**src/rtl/sccb_pkg.sv**
```systemverilog
package sccb_pkg;

  typedef enum logic [1:0] {
    CK_GATED = 2'd0,
    CK_WAIT  = 2'd1,
    CK_RUN   = 2'd2
  } ck_state_e;

  typedef struct packed {
    logic rise;
    logic fall;
  } ck_edge_t;

endpackage

```
**src/rtl/sccb_clkgen.sv**
```systemverilog
module sccb_clkgen #(
  parameter int DIV_W = 8,
  parameter int ETU_W = 12
) (
  input  logic                 clk,
  input  logic                 rst_n,
  input  logic                 clk_off,
  input  logic                 idle_lvl,
  input  logic [DIV_W-1:0]     div_half,
  input  logic [ETU_W-1:0]     etu_len,
  output logic                 card_clk,
  output sccb_pkg::ck_edge_t   edge_o
);
  import sccb_pkg::*;

  localparam logic [ETU_W:0] ONE_E = {{ETU_W{1'b0}}, 1'b1};
  localparam logic [DIV_W:0] ONE_D = {{DIV_W{1'b0}}, 1'b1};

  ck_state_e        state_q, state_d;
  logic [ETU_W-1:0] wait_q, wait_d;
  logic [DIV_W-1:0] div_q, div_d;
  logic             clk_q, clk_d;
  ck_edge_t         edge_q, edge_d;

  logic [ETU_W-1:0] half_etu;
  logic [DIV_W-1:0] div_lim;
  logic [ETU_W:0]   wait_nx;
  logic [DIV_W:0]   div_nx;

  assign half_etu = etu_len >> 1;
  assign div_lim  = (div_half == '0) ? {{(DIV_W-1){1'b0}}, 1'b1} : div_half;
  assign wait_nx  = {1'b0, wait_q} + ONE_E;
  assign div_nx   = {1'b0, div_q} + ONE_D;

  always_comb begin
    state_d = state_q;
    wait_d  = wait_q;
    div_d   = div_q;
    clk_d   = clk_q;
    edge_d  = '0;
    if (clk_off) begin
      state_d = CK_GATED;
      clk_d   = idle_lvl;
      wait_d  = '0;
      div_d   = '0;
    end else begin
      case (state_q)
        CK_GATED: begin
          state_d = CK_WAIT;
          wait_d  = '0;
          clk_d   = idle_lvl;
        end
        CK_WAIT: begin
          if (wait_nx >= {1'b0, half_etu}) begin
            state_d = CK_RUN;
            div_d   = '0;
          end else begin
            wait_d = wait_nx[ETU_W-1:0];
          end
        end
        CK_RUN: begin
          if (div_nx >= {1'b0, div_lim}) begin
            div_d       = '0;
            clk_d       = ~clk_q;
            edge_d.rise = ~clk_q;
            edge_d.fall = clk_q;
          end else begin
            div_d = div_nx[DIV_W-1:0];
          end
        end
        default: state_d = CK_GATED;
      endcase
    end
  end

  always_ff @(posedge clk or negedge rst_n) begin
    if (!rst_n) begin
      state_q <= CK_GATED;
      wait_q  <= '0;
      div_q   <= '0;
      clk_q   <= 1'b0;
      edge_q  <= '0;
    end else begin
      state_q <= state_d;
      wait_q  <= wait_d;
      div_q   <= div_d;
      clk_q   <= clk_d;
      edge_q  <= edge_d;
    end
  end

  assign card_clk = clk_q;
  assign edge_o   = edge_q;


  gated_level_chk: assert property (@(posedge clk) disable iff (!rst_n)
    ($past(rst_n) && $past(clk_off)) |-> (card_clk == $past(idle_lvl)));


  wait_hold_chk: assert property (@(posedge clk) disable iff (!rst_n)
    (state_q == CK_WAIT && !clk_off) |=> $stable(clk_q));


  edge_match_chk: assert property (@(posedge clk) disable iff (!rst_n)
    ($past(rst_n) && (edge_q.rise || edge_q.fall)) |-> (clk_q != $past(clk_q)));

endmodule

```
**src/rtl/sccb_bitpath.sv**
```systemverilog
module sccb_bitpath #(
  parameter int CNT_W  = 8,
  parameter int BYTE_W = 8
) (
  input  logic                clk,
  input  logic                rst_n,
  input  sccb_pkg::ck_edge_t  edge_i,
  input  logic                dir_tx,
  input  logic                tx_bit,
  input  logic                io_in,
  output logic                io_out,
  output logic                io_oe,
  output logic [CNT_W-1:0]    bit_cnt,
  output logic [BYTE_W-1:0]   rx_byte,
  output logic                byte_rdy
);
  localparam int SLOT_W = (BYTE_W > 1) ? $clog2(BYTE_W) : 1;
  localparam logic [SLOT_W-1:0] LAST_SLOT = SLOT_W'(BYTE_W - 1);

  logic              dir_q, dir_d;
  logic              io_q, io_d;
  logic [CNT_W-1:0]  cnt_q, cnt_d;
  logic [SLOT_W-1:0] slot_q, slot_d;
  logic [BYTE_W-1:0] rx_q, rx_d;
  logic              rdy_q, rdy_d;
  logic              toggle;
  logic              slot_end;

  assign toggle   = dir_tx ^ dir_q;
  assign slot_end = (slot_q == LAST_SLOT);

  always_comb begin
    dir_d  = dir_tx;
    io_d   = io_q;
    cnt_d  = cnt_q;
    slot_d = slot_q;
    rx_d   = rx_q;
    rdy_d  = rdy_q;
    if (toggle) begin
      cnt_d  = '0;
      slot_d = '0;
      rdy_d  = 1'b0;
    end else if (!dir_q && edge_i.rise) begin
      rx_d   = {rx_q[BYTE_W-2:0], io_in};
      cnt_d  = cnt_q + 1'b1;
      rdy_d  = slot_end;
      slot_d = slot_end ? '0 : slot_q + 1'b1;
    end else if (dir_q && edge_i.fall) begin
      io_d   = tx_bit;
      cnt_d  = cnt_q + 1'b1;
      rdy_d  = 1'b0;
      slot_d = slot_end ? '0 : slot_q + 1'b1;
    end
  end

  always_ff @(posedge clk or negedge rst_n) begin
    if (!rst_n) begin
      dir_q  <= 1'b0;
      io_q   <= 1'b1;
      cnt_q  <= '0;
      slot_q <= '0;
      rx_q   <= '0;
      rdy_q  <= 1'b0;
    end else begin
      dir_q  <= dir_d;
      io_q   <= io_d;
      cnt_q  <= cnt_d;
      slot_q <= slot_d;
      rx_q   <= rx_d;
      rdy_q  <= rdy_d;
    end
  end

  assign io_out   = io_q;
  assign io_oe    = dir_q;
  assign bit_cnt  = cnt_q;
  assign rx_byte  = rx_q;
  assign byte_rdy = rdy_q;


  io_stable_chk: assert property (@(posedge clk) disable iff (!rst_n)
    ($past(rst_n) && !$past(edge_i.fall)) |-> (io_out == $past(io_out)));


  dir_clear_chk: assert property (@(posedge clk) disable iff (!rst_n)
    ($past(rst_n) && ($past(dir_tx) != $past(dir_q))) |-> (bit_cnt == '0 && !byte_rdy));


  rx_hold_chk: assert property (@(posedge clk) disable iff (!rst_n)
    ($past(rst_n) && !$past(edge_i.rise)) |-> (rx_byte == $past(rx_byte)));

endmodule

```
**src/rtl/sccb_lencnt.sv**
```systemverilog
module sccb_lencnt #(
  parameter int LEN_W = 6
) (
  input  logic             clk,
  input  logic             rst_n,
  input  logic             rise,
  input  logic             len_load,
  input  logic [LEN_W-1:0] len_value,
  input  logic             irq_clr,
  output logic [LEN_W-1:0] len_cnt,
  output logic             len_irq
);
  localparam logic [LEN_W-1:0] LEN_MAX = '1;
  localparam logic [LEN_W-1:0] LEN_PRE = LEN_MAX - 1'b1;

  logic [LEN_W-1:0] cnt_q, cnt_d;
  logic             irq_q, irq_d;

  always_comb begin
    cnt_d = cnt_q;
    irq_d = irq_q;
    if (irq_clr) irq_d = 1'b0;
    if (len_load) begin
      cnt_d = len_value;
    end else if (rise && cnt_q != LEN_MAX) begin
      cnt_d = cnt_q + 1'b1;
      if (cnt_q == LEN_PRE) irq_d = 1'b1;
    end
  end

  always_ff @(posedge clk or negedge rst_n) begin
    if (!rst_n) begin
      cnt_q <= '0;
      irq_q <= 1'b0;
    end else begin
      cnt_q <= cnt_d;
      irq_q <= irq_d;
    end
  end

  assign len_cnt = cnt_q;
  assign len_irq = irq_q;


  len_step_chk: assert property (@(posedge clk) disable iff (!rst_n)
    ($past(rst_n) && $past(rise) && !$past(len_load) && ($past(cnt_q) != LEN_MAX))
      |-> (len_cnt == LEN_W'($past(cnt_q) + 1'b1)));


  irq_hold_chk: assert property (@(posedge clk) disable iff (!rst_n)
    ($past(rst_n) && $past(irq_q) && !$past(irq_clr)) |-> len_irq);


  len_load_chk: assert property (@(posedge clk) disable iff (!rst_n)
    ($past(rst_n) && $past(len_load)) |-> (len_cnt == $past(len_value)));

endmodule

```
**src/rtl/sync_card_bitpath.sv**
```systemverilog
module sync_card_bitpath #(
  parameter int DIV_W  = 8,
  parameter int ETU_W  = 12,
  parameter int CNT_W  = 8,
  parameter int BYTE_W = 8,
  parameter int LEN_W  = 6
) (
  input  logic              clk,
  input  logic              rst_n,
  input  logic              clk_off,
  input  logic              idle_lvl,
  input  logic [DIV_W-1:0]  div_half,
  input  logic [ETU_W-1:0]  etu_len,
  input  logic              dir_tx,
  input  logic              tx_bit,
  input  logic              io_in,
  input  logic              len_load,
  input  logic [LEN_W-1:0]  len_value,
  input  logic              irq_clr,
  output logic              card_clk,
  output logic              io_out,
  output logic              io_oe,
  output logic [CNT_W-1:0]  bit_cnt,
  output logic [BYTE_W-1:0] rx_byte,
  output logic              byte_rdy,
  output logic [LEN_W-1:0]  len_cnt,
  output logic              len_irq
);
  import sccb_pkg::*;

  ck_edge_t ck_edge;

  sccb_clkgen #(.DIV_W(DIV_W), .ETU_W(ETU_W)) i_clkgen (
    .clk      (clk),
    .rst_n    (rst_n),
    .clk_off  (clk_off),
    .idle_lvl (idle_lvl),
    .div_half (div_half),
    .etu_len  (etu_len),
    .card_clk (card_clk),
    .edge_o   (ck_edge)
  );

  sccb_bitpath #(.CNT_W(CNT_W), .BYTE_W(BYTE_W)) i_bitpath (
    .clk      (clk),
    .rst_n    (rst_n),
    .edge_i   (ck_edge),
    .dir_tx   (dir_tx),
    .tx_bit   (tx_bit),
    .io_in    (io_in),
    .io_out   (io_out),
    .io_oe    (io_oe),
    .bit_cnt  (bit_cnt),
    .rx_byte  (rx_byte),
    .byte_rdy (byte_rdy)
  );

  sccb_lencnt #(.LEN_W(LEN_W)) i_lencnt (
    .clk       (clk),
    .rst_n     (rst_n),
    .rise      (ck_edge.rise),
    .len_load  (len_load),
    .len_value (len_value),
    .irq_clr   (irq_clr),
    .len_cnt   (len_cnt),
    .len_irq   (len_irq)
  );

endmodule

```
**config.mk**
```make
export PLATFORM = sky130hd
export DESIGN_NAME = sync_card_bitpath
export DESIGN_NICKNAME = d
export VERILOG_FILES = /design/src/rtl/sccb_pkg.sv /design/src/rtl/sccb_clkgen.sv /design/src/rtl/sccb_bitpath.sv /design/src/rtl/sccb_lencnt.sv /design/src/rtl/sync_card_bitpath.sv
export SDC_FILE = /design/constraint.sdc
export NUM_CORES = 1
export LEC_CHECK = 0
export CORE_ASPECT_RATIO = 1.2
export CORE_MARGIN = 1.5
export CORE_UTILIZATION = 55
export DETAILED_ROUTE_END_ITERATION = 7
export GPL_TIMING_DRIVEN = 1
export PLACE_DENSITY = 0.85
export SLEW_MARGIN = 5
export SYNTH_ARGS = -nofsm -noshare
export SYNTH_HDL_FRONTEND = slang
export SYNTH_SLANG_ARGS = --single-unit
```
**constraint.sdc**
```tcl
create_clock -name clk -period 5.9 [get_ports clk]
set_input_delay 1.18 -clock clk [delete_from_list [all_inputs] [get_ports clk]]
set_output_delay 1.18 -clock clk [all_outputs]
set_load 0.1 [all_outputs]
```
**After elaboration in Yosys (flattened, before gate mapping)**

Cells that the tools add are included.
W data, S select, Z words.

- Bits in registers: 54
- ROM bits: 0
- Bits in writable memories: 0
- Input port bits: 35
- Memories kept: 0
- Bits in latches: 0
- Output and inout port bits: 27

- $mul: 0
- $add $sub $neg: 5
- Reductions and logical operators: 17
- Shift-type cells: 0
- Magnitude comparators: 2
- Multiplexer cells: 33
- Bitwise operators: 4
- Div/mod/pow operators: 0
- Equal/unequal tests: 9

Operators by type and width:

| operator | count |
|---|---|
| $mux W8 | 7 |
| $mux W12 | 2 |
| $pmux W12 S2 | 1 |
| $pmux W8 S2 | 1 |
| $add A12 B1 Y13 const B | 1 |
| $ge A13 B11 Y1 | 1 |
| $mux W3 | 4 |
| $mux W6 | 2 |
| $reduce_bool A3 Y1 | 4 |
| $mux W2 | 5 |
| $reduce_and A2 Y1 | 5 |
| $add A8 B1 Y9 const B | 1 |
| $ge A9 B8 Y1 | 1 |
| $mux W1 | 9 |
| $add A8 B1 Y8 const B | 1 |
| $logic_not A8 Y1 | 1 |
| $add A6 B1 Y6 const B | 1 |
| $eq A6 B6 Y1 const B | 1 |
| $ne A3 B2 Y1 const B | 2 |
| $ne A6 B6 Y1 const B | 1 |
| $pmux W2 S3 | 1 |
| $add A3 B1 Y3 const B | 1 |
| $eq A3 B3 Y1 const B | 1 |
| $logic_and A1 B1 Y1 | 3 |
| 11 further kinds | 13 |

**Longest topological paths before layout**

Gate-level depths: netlist (run 1).

- Word-level depth: 6
- Depth in mapped cells: 13
- Depth with buffers taken out: 11

**Hierarchy**

From an unflattened synthesis (run 1), not the netlist that was laid out.

- Cell total of the unflattened synthesis: 373
- Area total of the unflattened synthesis: 3613.5 µm²

By module, submodules not included:

| module | times used | area an instance (µm²) | cells each | sequential area each (µm²) |
|---|---|---|---|---|
| sccb_clkgen | 1 | 2104.5 | 238 | 625.6 |
| sccb_bitpath | 1 | 1029.7 | 82 | 551.8 |
| sccb_lencnt | 1 | 479.2 | 53 | 175.2 |

**Worst setup path before layout (run 1)**

Ideal clock, no wire load.

- Path type: input to register
- From: input div_half[5]
- To: register i_clkgen.div_q[0]
- Path buffers: 0
- Setup slack: 2842 ps
- Setup time: 65 ps
- Arrival time: 2993 ps
- Cell stages on the path: 9
- Path through: nor4_1 > a41o_1 > ha_1 > nand2b_1 > a21o_1 > a211oi_1 > o21ai_0 > nor2_1 > mux2_2

- Word-level cells in the longest chain between the ends: 6

Ends and longest elaborated chain:

| what | line | RTL |
|---|---|---|
| start, declared | sync_card_bitpath.sv:12 | `input logic [DIV_W-1:0] div_half,` |
| $logic_not A8 Y1 | sccb_clkgen.sv:31 | `assign div_lim = (div_half == '0) ? {{(DIV_W-1){1'b0}}, 1'b1} : div_half;` |
| $mux W8 (*) | sccb_clkgen.sv:31 |  |
| $ge A9 B8 Y1 (*) | sccb_clkgen.sv:62 | `if (div_nx >= {1'b0, div_lim}) begin` |
| $mux W8 (*) | sccb_clkgen.sv:62 |  |
| $pmux W8 S2 (*) | sccb_clkgen.sv:47 | `case (state_q)` |
| $mux W8 (*) | sccb_clkgen.sv:41 | `if (clk_off) begin` |
| end signal, assigned | sccb_clkgen.sv:86 | `div_q <= div_d;` |
| end, declared | sccb_clkgen.sv:21 | `logic [DIV_W-1:0] div_q, div_d;` |

Mark *: on every way between the ends. The rest lies on a longest branch, timed or not.
A chain may end at the register's enable or synchronous reset.

**Final worst setup path (run 1)**

- From: input etu_len[3]
- To: register i_clkgen.div_q[5]

- Word-level cells in the longest chain between the ends: 3

Ends and longest elaborated chain:

| what | line | RTL |
|---|---|---|
| start, declared | sync_card_bitpath.sv:13 | `input logic [ETU_W-1:0] etu_len,` |
| $ge A13 B11 Y1 | sccb_clkgen.sv:54 | `if (wait_nx >= {1'b0, half_etu}) begin` |
| $ne A3 B2 Y1 (no line) | - |  |
| $reduce_and A2 Y1 (no line) | - |  |

Every way passes these cells.

==> impl_metrics.tcl, run 1 <==
set metrics [dict create \
    finalMaxSlewViolations 0 \
    grt_max_degree 55 \
    area_growth_pct 23.1 \
    min_path_type "flip-flop to flip-flop" \
    firstDrtPassIters 4 \
    status "complete, no violations" \
    htreeDepth 2 \
    synth.distinct_cells 54 \
    cts_num_sinks 54 \
    hpwl_um 4990 \
    slowest_delay_ps 910 \
    initial_utilization_pct 58.0 \
    dpl_worst_slack_ps 1870 \
    crit_path_max_fanout 25 \
    antenna_found_initial 0 \
    post-route-min-period_ps 3700 \
    final_cell_mix "clkdlybuf4s50_1 (59), dfrtp_1 (53), nand2_1 (39), nand3_1 (31), ha_1 (27)" \
    post_cts_buffers 0 \
    critPathSlowestCell "o311ai_4" \
    cp_num_buf_inv 2 \
    grt_pass1_vias 2738 \
    crit_type "input pin to flip-flop" \
    grt_pass1_wl_um 11800 \
    cts_made_buffers 5 \
    synthXorXnorAreaFrac_pct 7.10 \
    synth.area.mux_share_pct 3.68 \
    drt_iter0_markers 101 \
    clockBufferDepth 2 \
    worstPathCellList "clkdlybuf4s50_1 -> inv_1 -> ha_1 -> nand2_1 -> o21ai_0 -> a311oi_2 -> o311ai_4 -> a211oi_4 -> a221o_1" \
    drt-total-wl_um 6620 \
    vias_per_cell 5.62 \
    synth_edf_count 0 \
    wire_per_inst_um 13.5 \
    die-area_um2 6530 \
    drive_gt1_share_pct 7.33 \
    clk_pin_slew_ps 110 \
    grt_remaining_overflow 0 \
    fillers 443 \
    synth_top_family_by_area "simple AND/OR/NAND/NOR gates" \
    fmaxAchievable_ghz 0.271 \
    ys_top_cells_by_area "dfrtp_1 (40%), ha_1 (10%), nand3_1 (4.7%), nand2_1 (4.4%), xor2_1 (3.7%)" \
    port_buffers 60 \
    multiInputGateArea_um2 1840 \
    grt_util_all_layers_pct 23.1 \
    post-route-period-util_pct 62.6 \
    core.rowCount 30 \
    setup_tns_ps 0 \
    p_leak_uw 0.00190 \
    synth-simple-area-share_pct 20.0 \
    holdBufCountCts 0 \
    cts_tree "yes" \
    yosys.area.top_type_share_pct 39.8 \
    yosys_warnings 0 \
    syn-num-nets 413 \
    die_y_um 88.2 \
    powerDensity_nw_per_um2 188 \
    drc_errors 0 \
    vias 2746 \
    ios 62 \
    worstPathRequired_ps 6100 \
    end_kind "flip-flop" \
    cts_resized 0 \
    synth_fa_ha_area_share_pct 10.1 \
    final_nets 470 \
    async_flop_share_pct 100 \
    gp_congestion 0.845 \
    diodes 0 \
    drt.antenna.violating_nets 0 \
    cpLargestDelayFamily "compound AO/OA/AOI/OAI gates" \
    cts_root_buf "clkbuf_8" \
    syn_inst 351 \
    cp_data_arrival_time_ps 3900 \
    final-hold-violation-count 0 \
    syn_area_um2 3330 \
    yosysSeqAreaShare_pct 40.6 \
    setup_viol 0 \
    rsz0062_at_grt "false" \
    cp-start-kind "input pin" \
    ir_worst_vdd_mv 0.127 \
    regArea_um2 1350 \
    maxCapViolations 0 \
    final.setup.worst_slack_ps 2200 \
    core_area_um2 5740 \
    finClkSkew_ps 12.5 \
    yosys.area.top_type "dfrtp_1" \
    die_x_um 74.0 \
    relSlewSlack_pct 31.3 \
    final_common_cell "clkdlybuf4s50_1" \
    ys.flop_type "dfrtp_1" \
    synth_compound_gate_area_share_pct 14.2 \
    insertion_delay_ps 320 \
    synth_seq_cells 54 \
    tightestPinTransition_ps 1030 \
    avgSynthCellArea_um2 9.49 \
]
## layer usage
metal	global-route usage, %	vias to the layer above	routed length (µm)
met3	4.10	10	422
met5	0	-	0
met2	40.7	91	3300
met1	28.6	1286	2820
li1	-	1359	-
met4	7.07	0	89
## state kept, by name, indices dropped and copies added (netlist names)
name and cells:
i_bitpath.io_out 1, i_bitpath.bit_cnt 8, i_clkgen.edge_o 2, i_clkgen.state_q 2, i_bitpath.rx_byte 8, i_clkgen.wait_q 12, i_clkgen.card_clk 1, i_bitpath.byte_rdy 1
i_bitpath.io_oe 1, i_bitpath.slot_q 3, i_lencnt.len_cnt 6, i_clkgen.div_q 8, i_lencnt.len_irq 1
## power breakdown
| group | switching (µW) | internal, µW | leakage [µW] | total [µW] |
|---|---|---|---|---|
| clock | 126 | 129 | 0.0000587 | 255 |
| sequential | 12.3 | 380 | 0.000728 | 392 |
| combinational | 77.0 | 46.1 | 0.00111 | 123 |
| total | 216 | 555 | 0.00190 | 770 |
## worst reg2reg max path, cell delays in order (launching register included)
cell,delay (ps)
dfrtp_1,540
ha_1,340
nand3_1,110
nor2_1,120
xor2_1,100
ha_1,330
nand2_1,60
o21ai_1,210
a41oi_1,100
o311ai_4,910
a211oi_4,240
a221o_1,350
## logic make-up after synthesis
family | Yosys count
AND/OR/NAND/NOR | 132
AO/OA/AOI/OAI | 65
flip-flops | 54
buffers and inverters | 35
XOR/XNOR | 27
adder cells (fa/ha/maj) | 27
multiplexers | 11
## path summary, 6_finish.rpt
path                                startpoint                  end  slack [ps]  cells after the start
max in group asynchronous                rst_n   i_clkgen.wait_q[2]        4490                      2
setup reg to reg            i_clkgen.wait_q[0]    i_clkgen.div_q[5]        2380                     11
hold reg to reg            i_bitpath.slot_q[1]  i_bitpath.slot_q[1]         500                      2
min in group asynchronous                rst_n     i_lencnt.len_irq         960                      2
hold / removal             i_bitpath.slot_q[1]  i_bitpath.slot_q[1]         500                      2
setup / recovery                    etu_len[3]    i_clkgen.div_q[5]        2200                      9
## cell type report
class                      instances  area share (%)
multi-input combinational        262            44.8
sequential                        54            33.0
timing repair buffer              61            14.7
tap                               80            2.44
inverter                          24            2.20
clock buffer                       5            1.68
clock inverter                     3            1.16
## cells in the mapped netlist (all sizes together), types with 3 or more instances
| cell | count |
|---|---|
| clkbuf | 6 |
| nand2 | 39 |
| o211ai | 9 |
| buf | 5 |
| mux2 | 10 |
| nor4 | 3 |
| and3 | 3 |
| a22o | 6 |
| xnor2 | 13 |
| dfrtp | 53 |
| inv | 24 |
| nand2b | 5 |
| xor2 | 14 |
| ha | 27 |
| nor2 | 24 |
| nor2b | 5 |
| a211oi | 3 |
| nand3 | 31 |
| nand4 | 7 |
| a21oi | 13 |
| a21o | 5 |
| o21ai | 16 |
## through the flow
stage / std cells / power, µW / hold WS, ps / area (µm²) / utilization, %
after floorplan: 351 / 472 / 453 / 3330 / -
after detailed placement: 481 / 524 / 475 / 3980 / 69.3
after global placement: 481 / 520 / 467 / 3980 / 69.3
final: 489 / 770 / 497 / 4100 / 71.4
after CTS: 489 / 778 / 499 / 4100 / 71.4
after global routing: 489 / 800 / 520 / 4100 / 71.4
(Power assumes the default switching activity.)
==> run 2, diff against run 1 <==
--- a/config.mk
+++ b/config.mk
@@ -7,10 +7,10 @@
 export LEC_CHECK = 0
 export CORE_ASPECT_RATIO = 1.2
 export CORE_MARGIN = 1.5
-export CORE_UTILIZATION = 55
+export CORE_UTILIZATION = 48
 export DETAILED_ROUTE_END_ITERATION = 7
 export GPL_TIMING_DRIVEN = 1
-export PLACE_DENSITY = 0.85
+export PLACE_DENSITY = 0.79
 export SLEW_MARGIN = 5
 export SYNTH_ARGS = -nofsm -noshare
 export SYNTH_HDL_FRONTEND = slang
==> constraint.sdc (replaced) <==
create_clock -name clk -period 3 [get_ports clk]
set_input_delay 0.6 -clock clk [delete_from_list [all_inputs] [get_ports clk]]
set_output_delay 0.6 -clock clk [all_outputs]
set_load 0.1 [all_outputs]
==> run 2 against run 1 <==
- final cell count rose by 3.9%
- flip-flop and latch count did not move
- count of clock-buffer cells in the layout rose by 1
- clock skew fell by 1.8 ps
- critical path depth rose by 3
- first-iteration DRC count fell by 17%
- clock power rose by 57%
- utilization fell by 11 points
==> impl_metrics.tcl, run 2 (synthesis results as in run 1) <==
set metrics [dict create \
    core.rowCount 33 \
    firstDrtPassIters 4 \
    vias 2784 \
    worstPathCellList "and3_1 -> nand3_1 -> xor2_2 -> inv_1 -> ha_1 -> a21oi_1 -> o21ai_2 -> a311oi_2 -> o311ai_4 -> a211oi_4 -> buf_4 -> a221o_1" \
    drc_errors 0 \
    critPathSlowestCell "o311ai_4" \
    largest_register_ffs 12 \
    cp_data_arrival_time_ps 3070 \
    cp-start-kind "flip-flop" \
    p_leak_uw 0.00199 \
    grt_pass1_vias 2693 \
    clockBufferDepth 2 \
    port_buffers 60 \
    final_nets 482 \
    final_cell_mix "dfrtp_1 (51), nand2_1 (39), buf_4 (39), clkdlybuf4s50_1 (32), nand3_1 (31)" \
    grt_remaining_overflow 0 \
    core_area_um2 6770 \
    cts_root_buf "clkbuf_8" \
    reg2reg_from "i_clkgen.wait_q[3]" \
    post-route-min-period_ps 2880 \
    post-route-period-util_pct 95.9 \
    powerDensity_nw_per_um2 344 \
    finalMaxSlewViolations 0 \
    wire_per_inst_um 13.3 \
    setup_viol 0 \
    largest_register "i_clkgen.wait_q" \
    ir_worst_vdd_mv 0.180 \
    cts_num_sinks 54 \
    insertion_delay_ps 310 \
    tightestPinTransition_ps 746 \
    worstPathRequired_ps 3190 \
    ios 62 \
    grt_max_degree 24 \
    area_growth_pct 23.7 \
    crit_type "flip-flop to flip-flop" \
    cts_made_buffers 5 \
    die_x_um 79.0 \
    end_kind "flip-flop" \
    finClkSkew_ps 10.7 \
    holdWs_ps 195 \
    grt_util_all_layers_pct 19.2 \
    die-area_um2 7450 \
    status "complete, no violations" \
    power_uw 1420 \
    drt.antenna.violating_nets 0 \
    gp_congestion 0.814 \
    antenna_found_initial 0 \
    cpLargestDelayFamily "compound AO/OA/AOI/OAI gates" \
    final_common_cell "dfrtp_1" \
    slowest_delay_ps 490 \
    min_path_type "input pin to asynchronous set/reset pin" \
    clk_pin_slew_ps 100 \
    final_core_util_pct 60.8 \
    cp_num_buf_inv 2 \
    relSlewSlack_pct 50.2 \
    initial_utilization_pct 49.2 \
    drt-total-wl_um 6740 \
    diodes 0 \
    die_y_um 94.3 \
    regToRegEndpoint "i_clkgen.div_q[5]" \
    vias_per_cell 5.48 \
    crit_path_max_fanout 8 \
    cts_tree "yes" \
    drt_iter0_markers 84 \
    final-hold-violation-count 0 \
    maxCapViolations 0 \
    grt_pass1_wl_um 11400 \
    fmaxAchievable_ghz 0.348 \
    htreeDepth 2 \
    drive_gt1_share_pct 17.1 \
    r2r_slack_ps 120 \
    r2r_cells 12 \
    hpwl_um 5140 \
]
-- run 2: changes by cell type in the layout (fill, tap and decap cells not counted), moves of 2 or more --
cell and delta:
buf_4 +38, clkdlybuf4s50_1 -27, clkinvlp_4 +2, dfrtp_1 -2
dfrtp_2 +2, o21ai_0 -4, o21ai_1 +3
-- run 2: worst register-to-register path, cell delays in order, from the launching register on --
cell and delay, ps:
dfrtp_1 460, and3_1 220, nand3_1 140, xor2_2 190
inv_1 70, ha_1 290, a21oi_1 70, o21ai_2 160
a311oi_2 80, o311ai_4 490, a211oi_4 110, buf_4 180
a221o_1 300
-- run 2: what timing repair did --
action	in CTS	in global routing
buffers inserted	0	3
resized for setup	0	9
hold buffers	0	0
endpoints found under the setup margin	0	12
-- run 2: layout make-up --
type	count	area (µm²)
Inverter	24	90.1
Multi-Input combinational cell	262	1850
Clock buffer	6	72.6
Sequential cell	54	1360
Timing Repair Buffer	73	629
Fill cell	611	2650
Clock inverter	2	15.0
Tap cell	87	109
-- run 2: metal layers --
metal,GRT usage (%),up-vias,part of all wire (%)
li1,-,1378,-
met3,3.01,6,3.6
met1,22.9,1343,43
met5,0,-,0
met4,6.14,0,1.3
met2,35.0,57,52
-- run 2: worst max-delay path by stage --
stage,startpoint,endpoint,slack (ps),depth (start not counted)
after floorplan,i_clkgen.wait_q[0],i_clkgen.div_q[0],330,11
after global placement,div_half[5],i_clkgen.card_clk,-70,10
after detailed placement,div_half[5],i_clkgen.card_clk,-180,10
after CTS,i_clkgen.wait_q[1],i_clkgen.div_q[0],50,11
after global routing,i_clkgen.wait_q[3],i_clkgen.div_q[5],-20,12
final,i_clkgen.wait_q[3],i_clkgen.div_q[5],120,12
-- run 2: where the power goes --
part           total (µW)  switching [µW]  internal [µW]  leakage, µW
sequential            770            23.1            747     0.000725
combinational         247             155           92.1      0.00123
clock                 401             236            165    0.0000374
-- run 2: metrics by stage --
| step | setup WS (ps) | cells | TNS, ps | area (µm²) |
|---|---|---|---|---|
| final | 122 | 508 | 0 | 4120 |
| after global routing | -18.2 | 508 | -18.2 | 4120 |
| after CTS | 54.8 | 505 | 0 | 4080 |
| after detailed placement | -184 | 497 | -1190 | 3990 |
| after global placement | -70.0 | 497 | -377 | 3990 |
| after floorplan | 331 | 351 | 0 | 3330 |
==> run 3, diff against run 2 <==
--- a/config.mk
+++ b/config.mk
@@ -7,10 +7,11 @@
 export LEC_CHECK = 0
 export CORE_ASPECT_RATIO = 1.2
 export CORE_MARGIN = 1.5
-export CORE_UTILIZATION = 48
+export CORE_UTILIZATION = 49
+export CTS_BUF_LIST = sky130_fd_sc_hd__clkbuf_8
 export DETAILED_ROUTE_END_ITERATION = 7
 export GPL_TIMING_DRIVEN = 1
-export PLACE_DENSITY = 0.79
+export PLACE_DENSITY = 0.81
 export SLEW_MARGIN = 5
 export SYNTH_ARGS = -nofsm -noshare
 export SYNTH_HDL_FRONTEND = slang
==> run 3 against run 2 <==
- register-to-register slack about the same
- clock skew decreased by 5.1 ps
- total power increased by 2.5%
- worst setup slack about the same
- worst hold slack got worse by 36 ps
- non-clock buffer count increased by 2
- count of clock-buffer cells in the layout unchanged
- first-iteration DRC count increased by 15%
- sequential share of layout area decreased by 0.30 points
- flip-flop and latch count unchanged
- sequential power about the same
- final area increased by 1.1%
- critical path type unchanged
- largest cell class unchanged
==> impl_metrics.tcl, run 3 (synthesis results as in run 1) <==
set metrics [dict create \
    wire_per_inst_um 13.6 \
    gp_congestion 0.823 \
    crit_start "i_clkgen.wait_q[1]" \
    clockBufferDepth 2 \
    largest_register_ffs 12 \
    fillers 536 \
    grt_util_all_layers_pct 19.5 \
    crit_type "flip-flop to flip-flop" \
    post-route-period-util_pct 95.9 \
    clk_pin_slew_ps 100 \
    cts_tree "yes" \
    powerDensity_nw_per_um2 349 \
    die-area_um2 7300 \
    path_common_cell "nand2_1" \
    diodes 0 \
    finClkSkew_ps 5.53 \
    htreeDepth 2 \
    hpwl_um 5100 \
    multiInputGateArea_um2 1870 \
    fmaxAchievable_ghz 0.348 \
    end_kind "flip-flop" \
    antenna_found_initial 0 \
    slowest_delay_ps 460 \
    drt.antenna.violating_nets 0 \
    drt_iter0_markers 97 \
    firstDrtPassIters 4 \
    cp_num_buf_inv 2 \
    initial_utilization_pct 51.4 \
    finalMaxSlewViolations 0 \
    power_uw 1450 \
    final_core_util_pct 64.2 \
    cts_made_buffers 5 \
    maxCapViolations 0 \
    grt_max_degree 27 \
    ir_worst_vdd_mv 0.189 \
    final_cell_mix "dfrtp_1 (49), buf_4 (40), nand2_1 (39), clkdlybuf4s50_1 (32), nand3_1 (31)" \
    worstPathRequired_ps 3250 \
    drive_gt1_share_pct 19.1 \
    cts_root_buf "clkbuf_8" \
    largest_register "i_clkgen.wait_q" \
    setup_viol 0 \
    regArea_um2 1360 \
    reg2reg_from "i_clkgen.wait_q[1]" \
    final_common_cell "dfrtp_1" \
    p_leak_uw 0.00201 \
    cpLargestDelayFamily "compound AO/OA/AOI/OAI gates" \
    worstPathCellList "buf_4 -> buf_4 -> nand2_1 -> nor2_1 -> nand2_1 -> xnor2_1 -> ha_1 -> nand2_1 -> o21ai_2 -> a311oi_2 -> o311ai_4 -> a211oi_4 -> mux2_4" \
    core.rowCount 32 \
    cts_num_sinks 54 \
    grt_pass1_vias 2752 \
    die_x_um 78.3 \
    tightestPinTransition_ps 715 \
    grt_pass1_wl_um 11800 \
    crit_path_max_fanout 8 \
    relSlewSlack_pct 52.2 \
    final-hold-violation-count 0 \
    area_growth_pct 25.0 \
    vias 2841 \
    grt_remaining_overflow 0 \
    post-route-min-period_ps 2880 \
    min_path_type "input pin to asynchronous set/reset pin" \
    cp-start-kind "flip-flop" \
    core_area_um2 6490 \
    insertion_delay_ps 310 \
    drt-total-wl_um 6920 \
    ios 62 \
    die_y_um 93.3 \
    drc_errors 0 \
    vias_per_cell 5.59 \
    critPathSlowestCell "a211oi_4" \
    port_buffers 60 \
    status "complete, no violations" \
    cp_data_arrival_time_ps 3130 \
    final_nets 484 \
]
## run 3: cell count changes in the layout (fill, tap and decap cells not counted), sizes merged
cell,previous run,this run
inv,24,25
clkinvlp,2,1
buf,41,43
## run 3: metrics by stage
| stage | TNS, ps | std cells | worst slack (ps) | hold WS (ps) | cell area, µm² |
|---|---|---|---|---|---|
| global route | -74.0 | 508 | -27.4 | 175 | 4160 |
| finish | 0 | 508 | 123 | 158 | 4160 |
| CTS | 0 | 504 | 81.4 | 154 | 4100 |
| floorplan | 0 | 351 | 331 | 304 | 3330 |
| global placement | -237 | 496 | -50.3 | 465 | 4000 |
| detailed placement | -710 | 496 | -129 | 475 | 4000 |
## run 3: repair_timing
action | in CTS | in global routing
hold buffers | 0 | 0
setup endpoints to repair | 0 | 21
setup buffers | 0 | 3
resized for setup | 0 | 14
## run 3: routing by layer
| metal | share of wire [%] | GRT usage, % | vias up |
|---|---|---|---|
| li1 | - | - | 1383 |
| met2 | 52 | 35.4 | 64 |
| met3 | 3.9 | 2.93 | 9 |
| met5 | 0 | 0 | - |
| met1 | 43 | 24.0 | 1385 |
| met4 | 1.1 | 5.06 | 0 |
## run 3: layout make-up
cell class,instances,area share [%]
well taps,85,2.55
repair buffers,75,15.4
inverters,24,2.16
multi-input cells,262,44.9
clock inverters,2,0.391
clock buffers,6,1.98
flip-flops and latches,54,32.6
## run 3: final timing paths
kind	end	slack, ps	cells after the start
hold reg to reg	i_bitpath.slot_q[1]	490	2
hold / removal	i_bitpath.rx_byte[6]	160	1
max in group asynchronous	i_clkgen.wait_q[1]	2200	2
setup / recovery	i_clkgen.div_q[0]	120	13
setup reg to reg	i_clkgen.div_q[0]	120	13
min in group clk	i_bitpath.slot_q[1]	490	2
## run 3: worst register-to-register path, stage by stage (launching register included)
cell and delay, ps:
dfrtp_2 430, buf_4 140, buf_4 100, nand2_1 80
nor2_1 140, nand2_1 80, xnor2_1 230, ha_1 300
nand2_1 80, o21ai_2 80, a311oi_2 310, o311ai_4 180
a211oi_4 460, mux2_4 220
## run 3: report_power, final
part	leakage [µW]	internal [µW]	switching [µW]	total, µW
logic	0.00124	94.2	156	250
clock network	0.0000478	190	243	433
registers	0.000722	747	22.0	769
